[src/rtl/irqc_pkg.sv]
package irqc_pkg;
   localparam int unsigned IDX_W  = 6;
   localparam int unsigned WORD_W = 32;

   // word addresses (byte offset / 4)
   localparam int unsigned A_PSTAT  = 0;
   localparam int unsigned A_PCLR   = 4;
   localparam int unsigned A_PESET  = 8;
   localparam int unsigned A_PECLR  = 12;
   localparam int unsigned A_INDEX  = 16;
   localparam int unsigned A_SSTAT  = 32;
   localparam int unsigned A_SCLR   = 34;
   localparam int unsigned A_SESET  = 36;
   localparam int unsigned A_SECLR  = 38;
   localparam int unsigned A_CMAP   = 128;

   typedef logic [IDX_W-1:0]  idx_t;
   typedef logic [WORD_W-1:0] word_t;
endpackage

[src/rtl/irqc_bank.sv]
module irqc_bank #(
   parameter int unsigned N        = 32,
   parameter bit          CASCADE0 = 1'b0
) (
   input  logic         clk,
   input  logic         rst_n,
   input  logic [N-1:0] raw,
   input  logic [N-1:0] pclr,
   input  logic [N-1:0] eset,
   input  logic [N-1:0] eclr,
   output logic [N-1:0] pend,
   output logic [N-1:0] en
);
   // bit 0 follows its input as a level when it carries a cascade
   localparam logic [N-1:0] LEVEL_MASK = CASCADE0 ? N'(1) : '0;
   localparam logic [N-1:0] LATCH_MASK = ~LEVEL_MASK;

   logic [N-1:0] raw_q, lat, rise;

   assign rise = raw & ~raw_q & LATCH_MASK;

   always_ff @(posedge clk or negedge rst_n) begin
      if (!rst_n) begin
         raw_q <= '0;
         lat   <= '0;
         en    <= '0;
      end else begin
         raw_q <= raw;
         lat   <= ((lat & ~pclr) | rise) & LATCH_MASK;
         en    <= (en | eset) & ~eclr;
      end
   end

   assign pend = lat | (raw & LEVEL_MASK);

   p_edge_latch_r2: assert property (@(posedge clk) disable iff (!rst_n)
      (rise != '0) |=> ((lat & $past(rise)) == $past(rise)));

   p_hold_until_clear_r3: assert property (@(posedge clk) disable iff (!rst_n)
      ((lat & ~pclr) != '0) |=> ((lat & $past(lat & ~pclr)) == $past(lat & ~pclr)));

   p_enable_clear_r4: assert property (@(posedge clk) disable iff (!rst_n)
      (eclr != '0) |=> ((en & $past(eclr)) == '0));

   p_enable_set_r4: assert property (@(posedge clk) disable iff (!rst_n)
      ((eset & ~eclr) != '0) |=> ((en & $past(eset & ~eclr)) == $past(eset & ~eclr)));
endmodule

[src/rtl/irqc_prio.sv]
module irqc_prio #(
   parameter int unsigned N  = 40,
   parameter int unsigned IW = 6
) (
   input  logic [N-1:0]  req,
   output logic          found,
   output logic [IW-1:0] idx
);
   always_comb begin
      found = 1'b0;
      idx   = '0;
      for (int i = N - 1; i >= 0; i--) begin
         if (req[i]) begin
            found = 1'b1;
            idx   = IW'(i);
         end
      end
   end
endmodule

[src/rtl/irqc_chanmap.sv]
module irqc_chanmap #(
   parameter int unsigned N  = 40,
   parameter int unsigned IW = 6
) (
   input  logic          clk,
   input  logic          rst_n,
   input  logic          wr,
   input  logic [IW-1:0] wsel,
   input  logic [IW-1:0] wdata,
   input  logic [IW-1:0] rsel,
   output logic [IW-1:0] rdata,
   input  logic [IW-1:0] lsel,
   output logic [IW-1:0] ldata
);
   logic [IW-1:0] map [N];

   always_ff @(posedge clk or negedge rst_n) begin
      if (!rst_n) begin
         for (int i = 0; i < N; i++) map[i] <= IW'(i);
      end else if (wr && (int'(wsel) < N)) begin
         map[wsel] <= wdata;
      end
   end

   assign rdata = (int'(rsel) < N) ? map[rsel] : '0;
   assign ldata = (int'(lsel) < N) ? map[lsel] : '0;

   p_map_write_r10: assert property (@(posedge clk) disable iff (!rst_n)
      (wr && (int'(wsel) < N)) |=> (map[$past(wsel)] == $past(wdata)));
endmodule

[src/rtl/irq_cascade_ctrl.sv]
module irq_cascade_ctrl
   import irqc_pkg::*;
#(
   parameter int unsigned PRI_N = 40,
   parameter int unsigned SEC_N = 32,
   parameter int unsigned AW    = 10
) (
   input  logic             clk,
   input  logic             rst_n,
   input  logic             bus_wr,
   input  logic [AW-1:0]    bus_addr,
   input  logic [31:0]      bus_wdata,
   output logic [31:0]      bus_rdata,
   input  logic [PRI_N-2:0] irq_pri_in,
   input  logic [SEC_N-1:0] irq_sec_in,
   output logic             cpu_irq
);
   localparam int unsigned PRI_WORDS = (PRI_N + WORD_W - 1) / WORD_W;
   localparam int unsigned EXT_W     = PRI_WORDS * WORD_W;

   generate
      if (PRI_N < 2 || PRI_N > 2 * WORD_W) begin : g_bad_pri
         $error("PRI_N must lie in 2..64");
      end
      if (SEC_N < 1 || SEC_N > WORD_W) begin : g_bad_sec
         $error("SEC_N must lie in 1..32");
      end
      if ((1 << IDX_W) <= PRI_N) begin : g_bad_idx
         $error("index field too narrow for PRI_N plus idle code");
      end
      if ((1 << AW) < A_CMAP + PRI_N) begin : g_bad_aw
         $error("AW too small for channel map");
      end
   endgenerate

   // ---------------- write decode ----------------
   logic [PRI_N-1:0] p_clr, p_set, p_dis;
   logic [SEC_N-1:0] s_clr, s_set, s_dis;

   function automatic logic hit(input logic [AW-1:0] a, input int unsigned w);
      return bus_wr && (a == AW'(w));
   endfunction

   genvar gi;
   generate
      for (gi = 0; gi < PRI_N; gi++) begin : g_pdec
         localparam int unsigned WD = gi / WORD_W;
         localparam int unsigned BT = gi % WORD_W;
         assign p_clr[gi] = hit(bus_addr, A_PCLR  + WD) && bus_wdata[BT];
         assign p_set[gi] = hit(bus_addr, A_PESET + WD) && bus_wdata[BT];
         assign p_dis[gi] = hit(bus_addr, A_PECLR + WD) && bus_wdata[BT];
      end
      for (gi = 0; gi < SEC_N; gi++) begin : g_sdec
         assign s_clr[gi] = hit(bus_addr, A_SCLR)  && bus_wdata[gi];
         assign s_set[gi] = hit(bus_addr, A_SESET) && bus_wdata[gi];
         assign s_dis[gi] = hit(bus_addr, A_SECLR) && bus_wdata[gi];
      end
   endgenerate

   // ---------------- banks ----------------
   logic [SEC_N-1:0] s_pend, s_en;
   logic [PRI_N-1:0] p_pend, p_en;
   logic             cascade;

   irqc_bank #(.N(SEC_N), .CASCADE0(1'b0)) u_sec (
      .clk(clk), .rst_n(rst_n), .raw(irq_sec_in),
      .pclr(s_clr), .eset(s_set), .eclr(s_dis),
      .pend(s_pend), .en(s_en));

   assign cascade = |(s_pend & s_en);

   irqc_bank #(.N(PRI_N), .CASCADE0(1'b1)) u_pri (
      .clk(clk), .rst_n(rst_n), .raw({irq_pri_in, cascade}),
      .pclr(p_clr), .eset(p_set), .eclr(p_dis),
      .pend(p_pend), .en(p_en));

   // ---------------- priority and remap ----------------
   logic [PRI_N-1:0] req;
   logic             found;
   idx_t             winner, mapped, map_rd, idx_out;

   assign req = p_pend & p_en;

   irqc_prio #(.N(PRI_N), .IW(IDX_W)) u_prio (
      .req(req), .found(found), .idx(winner));

   logic cm_wr;
   idx_t cm_sel;
   assign cm_sel = IDX_W'(bus_addr - AW'(A_CMAP));
   assign cm_wr  = bus_wr && (bus_addr >= AW'(A_CMAP)) &&
                   (bus_addr < AW'(A_CMAP + PRI_N));

   irqc_chanmap #(.N(PRI_N), .IW(IDX_W)) u_map (
      .clk(clk), .rst_n(rst_n),
      .wr(cm_wr), .wsel(cm_sel), .wdata(bus_wdata[IDX_W-1:0]),
      .rsel(cm_sel), .rdata(map_rd),
      .lsel(winner), .ldata(mapped));

   assign idx_out = found ? mapped : IDX_W'(PRI_N);
   assign cpu_irq = found;

   // ---------------- read mux ----------------
   logic [EXT_W-1:0] pstat_ext, pen_ext;
   assign pstat_ext = EXT_W'(p_pend);
   assign pen_ext   = EXT_W'(p_en);

   always_comb begin
      bus_rdata = '0;
      for (int k = 0; k < PRI_WORDS; k++) begin
         if (bus_addr == AW'(A_PSTAT + k)) bus_rdata = pstat_ext[k*WORD_W +: WORD_W];
         if (bus_addr == AW'(A_PESET + k)) bus_rdata = pen_ext[k*WORD_W +: WORD_W];
      end
      if (bus_addr == AW'(A_INDEX)) bus_rdata = WORD_W'(idx_out);
      if (bus_addr == AW'(A_SSTAT)) bus_rdata = WORD_W'(s_pend);
      if (bus_addr == AW'(A_SESET)) bus_rdata = WORD_W'(s_en);
      if ((bus_addr >= AW'(A_CMAP)) && (bus_addr < AW'(A_CMAP + PRI_N)))
         bus_rdata = WORD_W'(map_rd);
   end

   // ---------------- assertions ----------------
   p_idle_index_r6: assert property (@(posedge clk) disable iff (!rst_n)
      !cpu_irq |-> (idx_out == IDX_W'(PRI_N)));

   p_lowest_wins_r6: assert property (@(posedge clk) disable iff (!rst_n)
      found |-> (req[winner] && ((req & ((PRI_N'(1) << winner) - PRI_N'(1))) == '0)));

   p_cascade_r8: assert property (@(posedge clk) disable iff (!rst_n)
      ((|(s_pend & s_en)) && p_en[0]) |-> (cpu_irq && (winner == '0)));

   p_irq_has_source_r7: assert property (@(posedge clk) disable iff (!rst_n)
      cpu_irq |-> ((p_pend & p_en) != '0));
endmodule

[config.mk]
export PLATFORM = sky130hd
export DESIGN_NAME = irq_cascade_ctrl
export DESIGN_NICKNAME = d
export VERILOG_FILES = /design/src/rtl/irqc_pkg.sv /design/src/rtl/irqc_bank.sv /design/src/rtl/irqc_prio.sv /design/src/rtl/irqc_chanmap.sv /design/src/rtl/irq_cascade_ctrl.sv
export SDC_FILE = /design/constraint.sdc
export NUM_CORES = 1
export LEC_CHECK = 0
export CORE_ASPECT_RATIO = 0.6
export CORE_UTILIZATION = 50
export DETAILED_ROUTE_END_ITERATION = 10
export PLACE_DENSITY = 0.73
export SETUP_SLACK_MARGIN = 0.15
export SYNTH_ARGS = -nofsm -noshare
export SYNTH_HDL_FRONTEND = slang
export SYNTH_SLANG_ARGS = --single-unit
[constraint.sdc]
create_clock -name clk -period 4 [get_ports clk]
set_clock_uncertainty 0.05 [all_clocks]
set_input_delay 0.4 -clock clk [delete_from_list [all_inputs] [get_ports clk]]
set_output_delay 0.4 -clock clk [all_outputs]
set_load 0.05 [all_outputs]
Yosys cells after proc, flatten, opt, wreduce, memory -nomap -nowiden
Cells that the tools add are included.
{"block": "totals", "regBits": 455, "in_bits": 116, "output_inout_bits": 33, "elab_cells": 419}
{"block": "classes", "add_sub_neg": 1, "magnitude_cmp": 7, "n_eq_ne": 12, "n_mux": 100, "bitwise": 21, "reduce_logical": 232}
{"op": "6-bit two-way mux", "count": 48}
{"op": "32-bit two-way mux", "count": 8}
{"op": "240-bit bitwise mux", "count": 1}
{"op": "1-bit logical AND", "count": 230}
{"op": "40-bit bitwise AND", "count": 4}
{"op": "32-bit bitwise AND", "count": 4}
{"op": "40-bit NOT", "count": 3}
{"op": "32-bit NOT", "count": 3}
{"op": "40-bit bitwise OR", "count": 2}
{"op": "6-bit binary-select mux with 6-bit select", "count": 2}
{"op": "32-bit bitwise OR", "count": 2}
{"op": "10-bit by 4-bit == test with 1-bit output (second input constant)", "count": 4}
{"op": "10-bit by 6-bit == test with 1-bit output (second input constant)", "count": 4}
{"op": "1-bit two-way mux", "count": 40}
{"op": "40-bit by 1-bit bitwise OR with 40-bit output", "count": 1}
{"op": "6-bit demux with 6-bit select", "count": 1}
{"op": "32-bit OR reduction", "count": 1}
{"op": "10-bit by 3-bit == test with 1-bit output (second input constant)", "count": 2}
{"op": "7-bit >= comparator (second input constant)", "count": 2}
{"op": "6-bit NOT with 7-bit output", "count": 2}
{"op": "6-bit less-than comparator (second input constant)", "count": 2}
{"op": "10-bit by 1-bit == test with 1-bit output (second input constant)", "count": 1}
{"op": "10-bit by 5-bit == test with 1-bit output (second input constant)", "count": 1}
{"op": "10-bit by 8-bit >= comparator with 1-bit output (second input constant)", "count": 1}
{"op": "other kinds (4)", "count": 4}

Depth between registers and ports, before layout
{"block": "logic_depth", "ltp_word": 54, "depth_mapped": 15, "ltp_nobuf": 11}

Hierarchy
Synthesis repeated with hierarchy kept, for this count alone.
{"block": "hier_totals", "hier_cells": 2126, "area_unflattened_um2": 24399.7}
{"mod": "irqc_chanmap", "n_inst": 1, "cells_per_inst": 934, "area_per_inst_um2": 13250.2, "seq_area_each_um2": 6130.9}
{"mod": "irqc_bank (u_pri)", "n_inst": 1, "cells_per_inst": 316, "area_per_inst_um2": 4041.4, "seq_area_each_um2": 2952.8}
{"mod": "irq_cascade_ctrl", "n_inst": 1, "cells_per_inst": 533, "area_per_inst_um2": 3329.4, "seq_area_each_um2": 0.0}
{"mod": "irqc_bank (u_sec)", "n_inst": 1, "cells_per_inst": 256, "area_per_inst_um2": 3283.1, "seq_area_each_um2": 2402.3}
{"mod": "irqc_prio", "n_inst": 1, "cells_per_inst": 87, "area_per_inst_um2": 495.5, "seq_area_each_um2": 0.0}

Worst setup path before layout
OpenSTA, ideal clock, no wires.
{"block": "synth_timing", "path_kind": "flip-flop to output port", "start": "register u_sec.lat[21], in the netlist u_sec.pend[21]", "end": "output port bus_rdata[2]", "t_arrival_ns": 3.449, "required_ns": 3.550, "path_slack_ns": 0.101, "stages_incl_launch_ff": 13, "path_buffers": 1, "path_cell_list": "dfrtp_1 a22oi_2 nand4_2 nor2_4 a31oi_4 or3_1 buf_6 or3_4 nor3_4 nand3_1 o211ai_1 nor3_1 o41ai_2"}
{"block": "synth_between", "elab_chain_cells": 15, "elab_cells_between_ends": 17, "cone_classes": "1 x order compare; 11 x mux; 4 x bitwise; 1 x reduce/logical"}
{"element": "start: declaration", "line": "irqc_bank.sv:18", "rtl": "logic [N-1:0] raw_q, lat, rise;"}
{"element": "start signal: assignment", "line": "irqc_bank.sv:29", "rtl": "lat <= ((lat & ~pclr) | rise) & LATCH_MASK;"}
{"element": "32-bit bitwise AND (*)", "line": "irq_cascade_ctrl.sv:70", "rtl": "assign cascade = |(s_pend & s_en);"}
{"element": "32-bit OR reduction (*)", "line": "irq_cascade_ctrl.sv:70"}
{"element": "40-bit by 1-bit bitwise OR with 40-bit output (*)", "line": "irqc_bank.sv:34", "rtl": "assign pend = lat | (raw & LEVEL_MASK);"}
{"element": "40-bit bitwise AND (*)", "line": "irq_cascade_ctrl.sv:82", "rtl": "assign req = p_pend & p_en;"}
{"element": "6-bit two-way mux", "line": "irqc_prio.sv:13", "rtl": "if (req[i]) begin"}
{"element": "6-bit NOT with 7-bit output (implied by the code)", "line": "irqc_chanmap.sv:26", "rtl": "assign ldata = (int'(lsel) < N) ? map[lsel] : '0;"}
{"element": "6-bit binary-select mux with 6-bit select", "line": "irqc_chanmap.sv:26"}
{"element": "6-bit two-way mux (implied by the code) (2 in series)", "line": "irqc_chanmap.sv:26"}
{"element": "6-bit two-way mux", "line": "irqc_chanmap.sv:26"}
{"element": "6-bit two-way mux (*)", "line": "irq_cascade_ctrl.sv:99", "rtl": "assign idx_out = found ? mapped : IDX_W'(PRI_N);"}
{"element": "32-bit two-way mux (*)", "line": "irq_cascade_ctrl.sv:113", "rtl": "if (bus_addr == AW'(A_INDEX)) bus_rdata = WORD_W'(idx_out);"}
{"element": "32-bit two-way mux (*)", "line": "irq_cascade_ctrl.sv:114", "rtl": "if (bus_addr == AW'(A_SSTAT)) bus_rdata = WORD_W'(s_pend);"}
{"element": "32-bit two-way mux (*)", "line": "irq_cascade_ctrl.sv:115", "rtl": "if (bus_addr == AW'(A_SESET)) bus_rdata = WORD_W'(s_en);"}
{"element": "32-bit two-way mux (*)", "line": "irq_cascade_ctrl.sv:116", "rtl": "if ((bus_addr >= AW'(A_CMAP)) && (bus_addr < AW'(A_CMAP + PRI_N)))"}
{"element": "end: declaration", "line": "irq_cascade_ctrl.sv:13", "rtl": "output logic [31:0] bus_rdata,"}
Every way passes the cells marked *; elsewhere a longest branch is shown, timed or not. The select of a mux whose other input is x is not followed.

Worst setup path in the final report
{"block": "layout_timing", "start": "register u_pri.en[39]", "end": "output port bus_rdata[4]"}
{"block": "layout_between", "elab_chain_cells": 51, "elab_cells_between_ends": 92, "cone_classes": "1 x order compare; 89 x mux; 2 x bitwise"}
{"element": "start: declaration", "line": "irqc_bank.sv:12", "rtl": "output logic [N-1:0] en"}
{"element": "start signal: assignment", "line": "irqc_bank.sv:30", "rtl": "en <= (en | eset) & ~eclr;"}
{"element": "40-bit bitwise AND (*)", "line": "irq_cascade_ctrl.sv:82"}
{"element": "6-bit two-way mux (40 in series)", "line": "irqc_prio.sv:13"}
{"element": "6-bit NOT with 7-bit output (implied by the code)", "line": "irqc_chanmap.sv:26"}
{"element": "6-bit binary-select mux with 6-bit select", "line": "irqc_chanmap.sv:26"}
{"element": "6-bit two-way mux (implied by the code) (2 in series)", "line": "irqc_chanmap.sv:26"}
{"element": "6-bit two-way mux", "line": "irqc_chanmap.sv:26"}
{"element": "6-bit two-way mux (*)", "line": "irq_cascade_ctrl.sv:99"}
{"element": "32-bit two-way mux (*)", "line": "irq_cascade_ctrl.sv:113"}
{"element": "32-bit two-way mux (*)", "line": "irq_cascade_ctrl.sv:114"}
{"element": "32-bit two-way mux (*)", "line": "irq_cascade_ctrl.sv:115"}
{"element": "32-bit two-way mux (*)", "line": "irq_cascade_ctrl.sv:116"}
Marked as above.

==> out/metrics.yaml <==
outcome:
  status: "complete, but fails checks"
  violations: "setup timing"
floorplan:
  start_util: 0.509
  io_pins: 149
  die_y_microns: 168
  dieArea_sq_um: 46700
  rows: 60
  fp.dieW_microns: 278
  core_sq_um: 45000
sta:
  finalHoldViolCount: 0
  fmax_ghz: 0.213
  finalSetupViolations: 6
  finalMaxSlewViolations: 0
  slew-limit-headroom: 0.251
  fin_ws_ns: -0.692
  tightestPinTransition_ns: 1.12
  rsz0062_at_grt: "yes"
  min_period_ns: 4.69
  timing.final.crit_share: 1.17
  whs_ns: 0.246
  setup_tns_ns: -3.82
grt:
  grt_antenna_before_repair: 1
  grt_pass1_wl_mm: 119
  grt_max_degree: 113
  grt_usage: 0.337
  gr-total-overflow: 0
  first_global_vias: 18600
synth:
  synth_flop_cell: "dfrtp_1"
  async_reset_ff_frac: 1.00
  synthDistinctLibCells: 71
  synth_edf_count: 0
  synth_cells: 1949
  ys_ff_latch: 454
  syn_nets: 2065
  avgSynthCellArea_sq_um: 11.8
  synthesis.area_sq_um: 22900
  yosys_warnings: 0
  ys_seq_area_frac: 0.501
route:
  viasPerCell: 6.36
  drtIter0Drc: 2507
  drt-total-wl_mm: 78.6
  drt_first_pass_iters: 7
  drc: 0
  wl_per_cell_microns: 26.9
  drtAntennaViolNets: 0
  via_count: 18600
final_layout:
  area_delta_synth_final_pct: 26.7
  layout-drive-gt1-share: 0.380
  fillers: 3372
  antenna_cells: 0
  layout.nets: 2417
  final_cells: 2923
setup_path:
  rrSetupSlack_ns: 2.97
  reg2reg_depth: 3
  r2r_end: "u_pri.lat[8]"
  r2r-start: "u_pri.lat[8]"
  startpoint_type: "register"
  cp-end-kind: "output pin"
  critPathKind: "register to output pin"
  cp_max_fo: 5
  arrival_ns: 4.24
  worstPathRequired_ns: 3.55
cts:
  cts_sinks: 454
  numCtsBuffers: 43
  path_clk_slew_ns: 0.07
  cts_buffer_depth: 3
  root_buffer: "clkbuf_16"
  tritoncts: "yes"
  clk_latency_ns: 0.56
  h-tree-depth: 2
placement:
  placed_cells: 2816
  io_buffers: 148
  gp_congestion: 0.983
  dpl.hpwl_mm: 55.7
power:
  power.density_nw_per_um2: 374
  vdd_ir_drop_max_v: 0.000269
  power.total_w: 0.0109
  p_leak_nw: 13.1
worst_hold_path:
  hold_depth: 1
  worstHoldPathType: "primary input to register"
  hold_start: "irq_pri_in[21]"
  holdPathEnd: "u_pri.raw_q[22]"
run:
  maxCapViolations: 0
## worst max path at each step
| stage | startpoint | endpoint | cells past startpoint |
|---|---|---|---|
| floorplan | u_pri.lat[32] | bus_rdata[3] | 12 |
| global placement | u_sec.en[26] | bus_rdata[1] | 16 |
| detailed placement | u_pri.lat[32] | bus_rdata[2] | 16 |
| CTS | u_pri.lat[32] | bus_rdata[1] | 17 |
| global route | u_pri.lat[32] | bus_rdata[1] | 17 |
| finish | u_pri.en[39] | bus_rdata[4] | 17 |
## cell usage after synthesis, drive strengths merged, types with 39 or more instances
cell type	number	area, sq um
a21oi	172	861
nand2	223	837
o21ai	85	425
clkbuf	81	304
dfrtp	354	8860
a22oi	84	674
mux4	85	1930
buf	39	264
mux2i	130	1300
mux2	259	2920
inv	81	304
nor2	83	332
dfstp	100	2630
## worst max-delay path: stages (launching register included)
cell and delay (ns):
dfrtp_1 0.43, a22oi_1 0.36, o211ai_1 0.22, a211o_1 0.35
a31oi_4 0.20, a211oi_4 0.05, buf_6 0.16, buf_12 0.12
buf_16 0.14, buf_4 0.15, mux2i_1 0.11, mux2i_1 0.18
o22ai_1 0.12, a211oi_1 0.27, buf_4 0.20, nor3_2 0.06
o41ai_4 0.34, buf_12 0.19
## metal layers
metal / routed length, microns / GRT usage / share of wire / vias to the layer above
met5: 9 / 0 / 0.00011 / -
met1: 34200 / 0.519 / 0.43 / 9391
met4: 1710 / 0.0714 / 0.022 / 2
li1: - / - / - / 7849
met2: 31300 / 0.446 / 0.40 / 1225
met3: 11300 / 0.129 / 0.14 / 136
## layout by cell type (no fill, tap or decap), types with 10 or more instances in the layout
| cell type | count |
|---|---|
| o21ai_0 | 78 |
| mux2i_1 | 122 |
| nand2_1 | 223 |
| mux4_2 | 84 |
| clkbuf_1 | 10 |
| buf_4 | 252 |
| nor3_1 | 11 |
| inv_1 | 81 |
| a22oi_1 | 74 |
| dfstp_2 | 100 |
| clkdlybuf4s50_1 | 108 |
| nor2_1 | 74 |
| buf_12 | 50 |
| clkbuf_16 | 45 |
| a21oi_1 | 170 |
| mux2_2 | 254 |
| dfrtp_1 | 354 |
| nand3_1 | 21 |
## registers in the layout, indices dropped and copies added, names as in the netlist
register	flops
u_sec.raw_q	32
u_pri.en	40
u_sec.pend	32
u_pri.lat	39
u_pri.raw_q	39
u_sec.en	32
u_map.map	240
## through the flow
stage,cell area (sq um),setup slack [ns],util
detailed placement,27000,-0.227,0.599
floorplan,23000,0.252,-
global route,29100,-0.781,0.645
CTS,28900,-0.717,0.642
finish,29100,-0.692,0.645
global placement,27000,-0.213,0.599
## area by class of cell
type                       instances  area [sq um]  area share
multi-input combinational       1294         10800       0.373
inverter                          81           304      0.0105
clock buffer                      64          1290      0.0443
clock inverter                    14           225     0.00775
timing repair buffer             427          4190       0.144
sequential                       454         11500       0.395
tap                              589           737      0.0254
## timing repair
item                       CTS  global route
setup buffers               16             9
hold buffers                 1             0
setup endpoints to repair    7             7
hold endpoints to repair    74             0
gates cloned                 3             0
resized for setup           42            18
pin swaps                   16            15
## power breakdown
group | switching [W] | leakage, nW | total (W) | internal (W)
clock | 0.00182 | 0.740 | 0.00444 | 0.00262
sequential | 0.0000461 | 5.44 | 0.00472 | 0.00468
combinational | 0.000912 | 6.93 | 0.00170 | 0.000788
## cells by family (layout without fill, tap and decap cells)
group	Yosys count	count (layout)	synth area share
DFF	454	454	0.501
muxes	474	474	0.268
AOI/OAI and AO/OA	427	427	0.118
and+or+nand+nor	393	393	0.0755
buffers and inverters	201	586	0.0380
Note: power is estimated with default switching activity, not from simulation.
